## src/rtl/bl_pkg.sv

```systemverilog
package bl_pkg;
  localparam int unsigned BL_LANES  = 8;
  localparam int unsigned BL_SAMP_W = 8;
  localparam int unsigned BL_DEPTH  = 3;
endpackage

```

## src/rtl/bl_stage.sv

```systemverilog
module bl_stage #(
  parameter int unsigned W = 8
) (
  input  logic         clk,
  input  logic         rst_n,
  input  logic         in_valid,
  output logic         in_ready,
  input  logic [W-1:0] in_data,
  output logic         out_valid,
  input  logic         out_ready,
  output logic [W-1:0] out_data
);
  logic         v_q;
  logic [W-1:0] d_q;

  assign in_ready  = !v_q || out_ready;
  assign out_valid = v_q;
  assign out_data  = d_q;

  always_ff @(posedge clk) begin
    if (!rst_n) begin
      v_q <= 1'b0;
      d_q <= '0;
    end else if (in_ready) begin
      v_q <= in_valid;
      if (in_valid) d_q <= in_data;
    end
  end

  // a stalled stage keeps its beat and its contents
  a_r7_hold_valid: assert property (@(posedge clk) disable iff (!rst_n)
    (out_valid && !out_ready) |=> out_valid);
  a_r7_hold_data: assert property (@(posedge clk) disable iff (!rst_n)
    (out_valid && !out_ready) |=> $stable(out_data));
endmodule

```

## src/rtl/bl_lane_sub.sv

```systemverilog
module bl_lane_sub #(
  parameter int unsigned SAMP_W = 8,
  localparam int unsigned WIDE_W = 2 * SAMP_W
) (
  input  logic [SAMP_W-1:0] front,
  input  logic [SAMP_W-1:0] back,
  output logic [WIDE_W-1:0] diff
);
  // wrapping difference of the zero-extended samples
  assign diff = {{SAMP_W{1'b0}}, front} - {{SAMP_W{1'b0}}, back};
endmodule

```

## src/rtl/bl_lane_mac.sv

```systemverilog
module bl_lane_mac #(
  parameter int unsigned SAMP_W = 8,
  localparam int unsigned WIDE_W = 2 * SAMP_W
) (
  input  logic [WIDE_W-1:0] diff,
  input  logic [SAMP_W-1:0] weight,
  output logic [WIDE_W-1:0] scaled
);
  localparam logic [WIDE_W-1:0] HALF = WIDE_W'(1) << (SAMP_W - 1);
  logic [WIDE_W-1:0] prod;

  // product kept to the wide width, then the half-unit round term
  assign prod   = diff * {{SAMP_W{1'b0}}, weight};
  assign scaled = prod + HALF;
endmodule

```

## src/rtl/bl_lane_fix.sv

```systemverilog
module bl_lane_fix #(
  parameter int unsigned SAMP_W = 8,
  localparam int unsigned WIDE_W = 2 * SAMP_W
) (
  input  logic [WIDE_W-1:0] scaled,
  input  logic [SAMP_W-1:0] back,
  output logic [SAMP_W-1:0] result
);
  logic [WIDE_W-1:0] folded;

  // fold the high part back in, keep the high part, re-add back
  assign folded = scaled + {{SAMP_W{1'b0}}, scaled[WIDE_W-1:SAMP_W]};
  assign result = folded[WIDE_W-1:SAMP_W] + back;
endmodule

```

## src/rtl/pkd_alpha_blend.sv

```systemverilog
module pkd_alpha_blend #(
  parameter int unsigned LANES  = bl_pkg::BL_LANES,
  parameter int unsigned SAMP_W = bl_pkg::BL_SAMP_W,
  localparam int unsigned WIDE_W = 2 * SAMP_W,
  localparam int unsigned BEAT_W = LANES * SAMP_W,
  localparam int unsigned DIFF_W = LANES * WIDE_W,
  localparam int unsigned P1_W   = DIFF_W + BEAT_W + SAMP_W,
  localparam int unsigned P2_W   = DIFF_W + BEAT_W
) (
  input  logic              clk,
  input  logic              rst_n,
  input  logic [SAMP_W-1:0] alpha,
  input  logic              in_valid,
  output logic              in_ready,
  input  logic [BEAT_W-1:0] in_front,
  input  logic [BEAT_W-1:0] in_back,
  output logic              out_valid,
  input  logic              out_ready,
  output logic [BEAT_W-1:0] out_pix
);
  localparam int unsigned CNT_W = $clog2(bl_pkg::BL_DEPTH + 1) + 1;

  // stage 1: differences, back word and captured weight
  logic [DIFF_W-1:0] s1_diff_d, s1_diff;
  logic [BEAT_W-1:0] s1_back;
  logic [SAMP_W-1:0] s1_alpha;
  logic [P1_W-1:0]   s1_q;
  logic              s1_valid, s1_ready;

  // stage 2: scaled values and back word
  logic [DIFF_W-1:0] s2_scaled_d, s2_scaled;
  logic [BEAT_W-1:0] s2_back;
  logic [P2_W-1:0]   s2_q;
  logic              s2_valid, s2_ready;

  // stage 3: packed result
  logic [BEAT_W-1:0] s3_pix_d;

  for (genvar i = 0; i < LANES; i++) begin : g_sub
    bl_lane_sub #(.SAMP_W(SAMP_W)) u_sub (
      .front (in_front[i*SAMP_W +: SAMP_W]),
      .back  (in_back[i*SAMP_W +: SAMP_W]),
      .diff  (s1_diff_d[i*WIDE_W +: WIDE_W])
    );
  end

  bl_stage #(.W(P1_W)) u_st1 (
    .clk       (clk),
    .rst_n     (rst_n),
    .in_valid  (in_valid),
    .in_ready  (in_ready),
    .in_data   ({s1_diff_d, in_back, alpha}),
    .out_valid (s1_valid),
    .out_ready (s1_ready),
    .out_data  (s1_q)
  );
  assign {s1_diff, s1_back, s1_alpha} = s1_q;

  for (genvar i = 0; i < LANES; i++) begin : g_mac
    bl_lane_mac #(.SAMP_W(SAMP_W)) u_mac (
      .diff   (s1_diff[i*WIDE_W +: WIDE_W]),
      .weight (s1_alpha),
      .scaled (s2_scaled_d[i*WIDE_W +: WIDE_W])
    );
  end

  bl_stage #(.W(P2_W)) u_st2 (
    .clk       (clk),
    .rst_n     (rst_n),
    .in_valid  (s1_valid),
    .in_ready  (s1_ready),
    .in_data   ({s2_scaled_d, s1_back}),
    .out_valid (s2_valid),
    .out_ready (s2_ready),
    .out_data  (s2_q)
  );
  assign {s2_scaled, s2_back} = s2_q;

  for (genvar i = 0; i < LANES; i++) begin : g_fix
    bl_lane_fix #(.SAMP_W(SAMP_W)) u_fix (
      .scaled (s2_scaled[i*WIDE_W +: WIDE_W]),
      .back   (s2_back[i*SAMP_W +: SAMP_W]),
      .result (s3_pix_d[i*SAMP_W +: SAMP_W])
    );
  end

  bl_stage #(.W(BEAT_W)) u_st3 (
    .clk       (clk),
    .rst_n     (rst_n),
    .in_valid  (s2_valid),
    .in_ready  (s2_ready),
    .in_data   (s3_pix_d),
    .out_valid (out_valid),
    .out_ready (out_ready),
    .out_data  (out_pix)
  );

  // occupancy tracked at the ports, for the checks below
  logic [CNT_W-1:0] inflight_q;
  logic             take_in, take_out;
  assign take_in  = in_valid && in_ready;
  assign take_out = out_valid && out_ready;

  always_ff @(posedge clk) begin
    if (!rst_n) inflight_q <= '0;
    else if (take_in && !take_out) inflight_q <= inflight_q + 1'b1;
    else if (take_out && !take_in) inflight_q <= inflight_q - 1'b1;
  end

  // never more beats inside than stages
  a_r8_inflight_bound: assert property (@(posedge clk) disable iff (!rst_n)
    inflight_q <= CNT_W'(bl_pkg::BL_DEPTH));
  // no result without an accepted beat behind it
  a_r8_no_phantom: assert property (@(posedge clk) disable iff (!rst_n)
    out_valid |-> (inflight_q != '0));
  // the accepted beat carries the weight of its acceptance cycle
  a_r5_alpha_capture: assert property (@(posedge clk) disable iff (!rst_n)
    take_in |=> (s1_alpha == $past(alpha)));
  // an empty pipeline always offers ready
  a_r6_ready_when_empty: assert property (@(posedge clk) disable iff (!rst_n)
    (inflight_q == '0) |-> in_ready);
endmodule

```

## config.mk

```make
export PLATFORM = sky130hd
export DESIGN_NAME = pkd_alpha_blend
export DESIGN_NICKNAME = d
export VERILOG_FILES = /design/src/rtl/bl_pkg.sv /design/src/rtl/bl_stage.sv /design/src/rtl/bl_lane_sub.sv /design/src/rtl/bl_lane_mac.sv /design/src/rtl/bl_lane_fix.sv /design/src/rtl/pkd_alpha_blend.sv
export SDC_FILE = /design/constraint.sdc
export NUM_CORES = 2
export LEC_CHECK = 0
export ABC_CLOCK_PERIOD_IN_PS = 10600
export CORE_MARGIN = 3
export CORE_UTILIZATION = 53
export DETAILED_ROUTE_END_ITERATION = 12
export PLACE_DENSITY = 0.84
export SKIP_CTS_REPAIR_TIMING = 1
export SLEW_MARGIN = 5
export SYNTH_ARGS = -nofsm -noshare
export SYNTH_HDL_FRONTEND = slang
export SYNTH_SLANG_ARGS = --single-unit
```

## constraint.sdc

```tcl
create_clock -name clk -period 10.6 [get_ports clk]
set_input_delay 1.06 -clock clk [delete_from_list [all_inputs] [get_ports clk]]
set_output_delay 1.06 -clock clk [all_outputs]
set_load 0.02 [all_outputs]
```

==> impl_metrics.env <==
export IMPL_syn_to_final_growth_pct=10.0
export IMPL_syn_num_nets=5999
export IMPL_start_kind="flop"
export IMPL_synth_most_common_cell="inv_1"
export IMPL_utilization=0.595
export IMPL_grt_first_pass_wirelength_um=182000
export IMPL_met2_wirelength_um=54500
export IMPL_post_route_cells_drive_above_1_share=0.0289
export IMPL_grt_max_degree=101
export IMPL_fmax_mhz=183
export IMPL_wl_met3_um=7770
export IMPL_path_cells="buf_4, nand2_1, inv_1, fa_1, fa_1, fa_1, inv_1, fa_1, inv_1, ha_1, and2_1, and4_1, nor4_1, o21ai_0, a32o_1"
export IMPL_num_io_pins=206
export IMPL_synth_area_um2=41500
export IMPL_critical_path_class="flop to flop"
export IMPL_slew_violations=0
export IMPL_avgSynthCellArea_um2=8.35
export IMPL_clockBufferDepth=3
export IMPL_cts_tree="yes"
export IMPL_hold_class="flop to flop"
export IMPL_routed_top_layer="met5"
export IMPL_antenna_found_initial=1
export IMPL_viasPerCell=5.72
export IMPL_rsz0062_at_grt="false"
export IMPL_power_leakage_nw=21.0
export IMPL_final_cells=6088
export IMPL_grt_pass1_vias=36700
export IMPL_worst_pin_slew_ns=1.20
export IMPL_met1Wirelength_um=41900
export IMPL_synth_area_leader_cell="fa_1"
export IMPL_hold_viol=0
export IMPL_overflow=0
export IMPL_num_rows=101
export IMPL_seq_area_frac_synth=0.194
export IMPL_finalSetupViolations=0
export IMPL_cts_max_level=2
export IMPL_vias=34800
export IMPL_cp_max_fo=62
export IMPL_start_util=0.541
export IMPL_die_area_um2=81700
export IMPL_slew_headroom=0.194
export IMPL_worstPathArrival_ns=5.95
export IMPL_ys_top_cells_by_count="739 x inv_1, 711 x nand2_1, 472 x fa_1"
export IMPL_wl_um=112000
export IMPL_timing_hold_ws_ns=0.450
export IMPL_min_period_over_period=0.516
export IMPL_cp_top_family="adder cells"
export IMPL_synth_area_leaders="fa_1 23%, dfxtp_1 19%, ha_1 13%, inv_1 6.7%, nand2_1 6.4%"
export IMPL_finClkSkew_ns=0.0285
export IMPL_ant_nets=0
export IMPL_cap_viol_max_count=0
export IMPL_synth_cell_type_count=65
export IMPL_track_usage=0.274
export IMPL_synth_top_area_share=0.228
export IMPL_post_place_cells=6010
export IMPL_cp_data_required_time_ns=11.08
export IMPL_cpMaxStageDelayCell="buf_4"
export IMPL_hpwl_um=83800
export IMPL_drc=0
export IMPL_root_buffer="clkbuf_16"
export IMPL_synth_top_flop_cell="dfxtp_1"
export IMPL_core_um2=76700
export IMPL_drt_iter0_drc=2196
export IMPL_clk_pin_slew_ns=0.06
export IMPL_ir_worst_vdd_uv=118
export IMPL_pwr_density_cell_nw_per_um2=101
export IMPL_wire_per_inst_um=18.4
export IMPL_n_antenna_cell=0
export IMPL_synth_seq_cells=403
export IMPL_crit_path_frequent_cell="fa_1"
export IMPL_portBuffers=205
export IMPL_critPathMaxStageDelay_ns=0.71
export IMPL_drt_pass1_iterations=6
export IMPL_tns_ns=0
export IMPL_clk_latency_ns=0.60
export IMPL_place_area_um2=44200
export IMPL_status="finished clean"
export IMPL_synth_edf_count=0
export IMPL_die_x_um=286
export IMPL_endpoint_kind="flop"
export IMPL_gp_congestion=0.915
export IMPL_crit_buf_inv=4
export IMPL_nets=6053
export IMPL_numClockSinks=403
export IMPL_yosys_warnings=0
export IMPL_cts_made_buffers=43
export IMPL_fin_crit_ns=5.47
export IMPL_design_area_um2=45700
export IMPL_die_h_um=286
export IMPL_async_flop_share=0
export IMPL_syn_instance_count=4971
[metrics by stage]
step,power [W],setup WS (ns)
after floorplan,0.00260,6.02
after global placement,0.00296,5.34
after detailed placement,0.00301,5.21
after CTS,0.00459,5.18
after global routing,0.00483,4.88
final,0.00460,5.13
[logic make-up after synthesis]
| logic type | share of synthesized area |
|---|---|
| AOI/OAI and AO/OA | 0.125 |
| xor gates and xnor gates | 0.0401 |
| adders and majority gates | 0.353 |
| buffers and inverters | 0.0885 |
| DFF | 0.194 |
| and+or+nand+nor | 0.199 |
[worst min-delay path, stage by stage (launching register included)]
cell	delay, ns
dfxtp_1	0.31
nand2_1	0.05
a21oi_1	0.05
[state kept, by name (all words and copies together), names as in the netlist]
name	cells
u_st2.out_data	192
u_st1.out_data	144
u_st3.out_data	64
u_st1.out_valid	1
u_st2.out_valid	1
u_st3.out_valid	1
[power by group]
part           internal [W]  leakage (nW)  switching [W]
combinational      0.000517          17.0       0.000744
clock              0.000901         0.713       0.000689
sequential          0.00160          3.29       0.000149
[routing by layer]
metal | GRT usage | vias to the layer above
met2 | 0.478 | 1310
li1 | - | 16200
met5 | 0 | -
met1 | 0.316 | 16900
met4 | 0.169 | 2
met3 | 0.0422 | 423
[path summary, 6_finish.rpt]
check	to	cells past startpoint	start	slack, ns
hold / removal	u_st2.out_data[20]	2	u_st1.out_data[28]	0.45
setup / recovery	u_st2.out_data[191]	15	u_st1.out_data[2]	5.13
setup reg to reg	u_st2.out_data[191]	15	u_st1.out_data[2]	5.13
hold reg to reg	u_st2.out_data[20]	2	u_st1.out_data[28]	0.45
[cell type report]
| class | count | area [µm²] |
|---|---|---|
| Clock buffer | 55 | 1180 |
| Clock inverter | 23 | 280 |
| Fill cell | 6394 | 31000 |
| Inverter | 740 | 2790 |
| Multi-Input combinational cell | 3605 | 29800 |
| Sequential cell | 403 | 8080 |
| Tap cell | 1030 | 1290 |
| Timing Repair Buffer | 232 | 2250 |
[cells in the final DEF (no fill, tap or decap), drive strengths merged, types with 6 or more instances in the layout]
cell type        n
nor2b           44
nor3           111
inv            748
a211o           26
o22ai            6
o21ai          119
a31oi           24
dfxtp          403
a21oi          363
nand2b          11
nor2           142
a211oi          52
o211ai          25
o21bai          24
nand3          141
buf             28
ha             416
a21o            17
a2111oi         17
nand2          711
nand4b          14
or3             51
xor2            58
o41ai            8
clkinv           7
o31ai           27
and3            13
nand4           14
o21a            83
clkdlybuf4s50  204
and2           398
xnor2          131
a21boi          11
or2             10
nor4            16
clkbuf          55
fa             472
(Power assumes the default switching activity.)
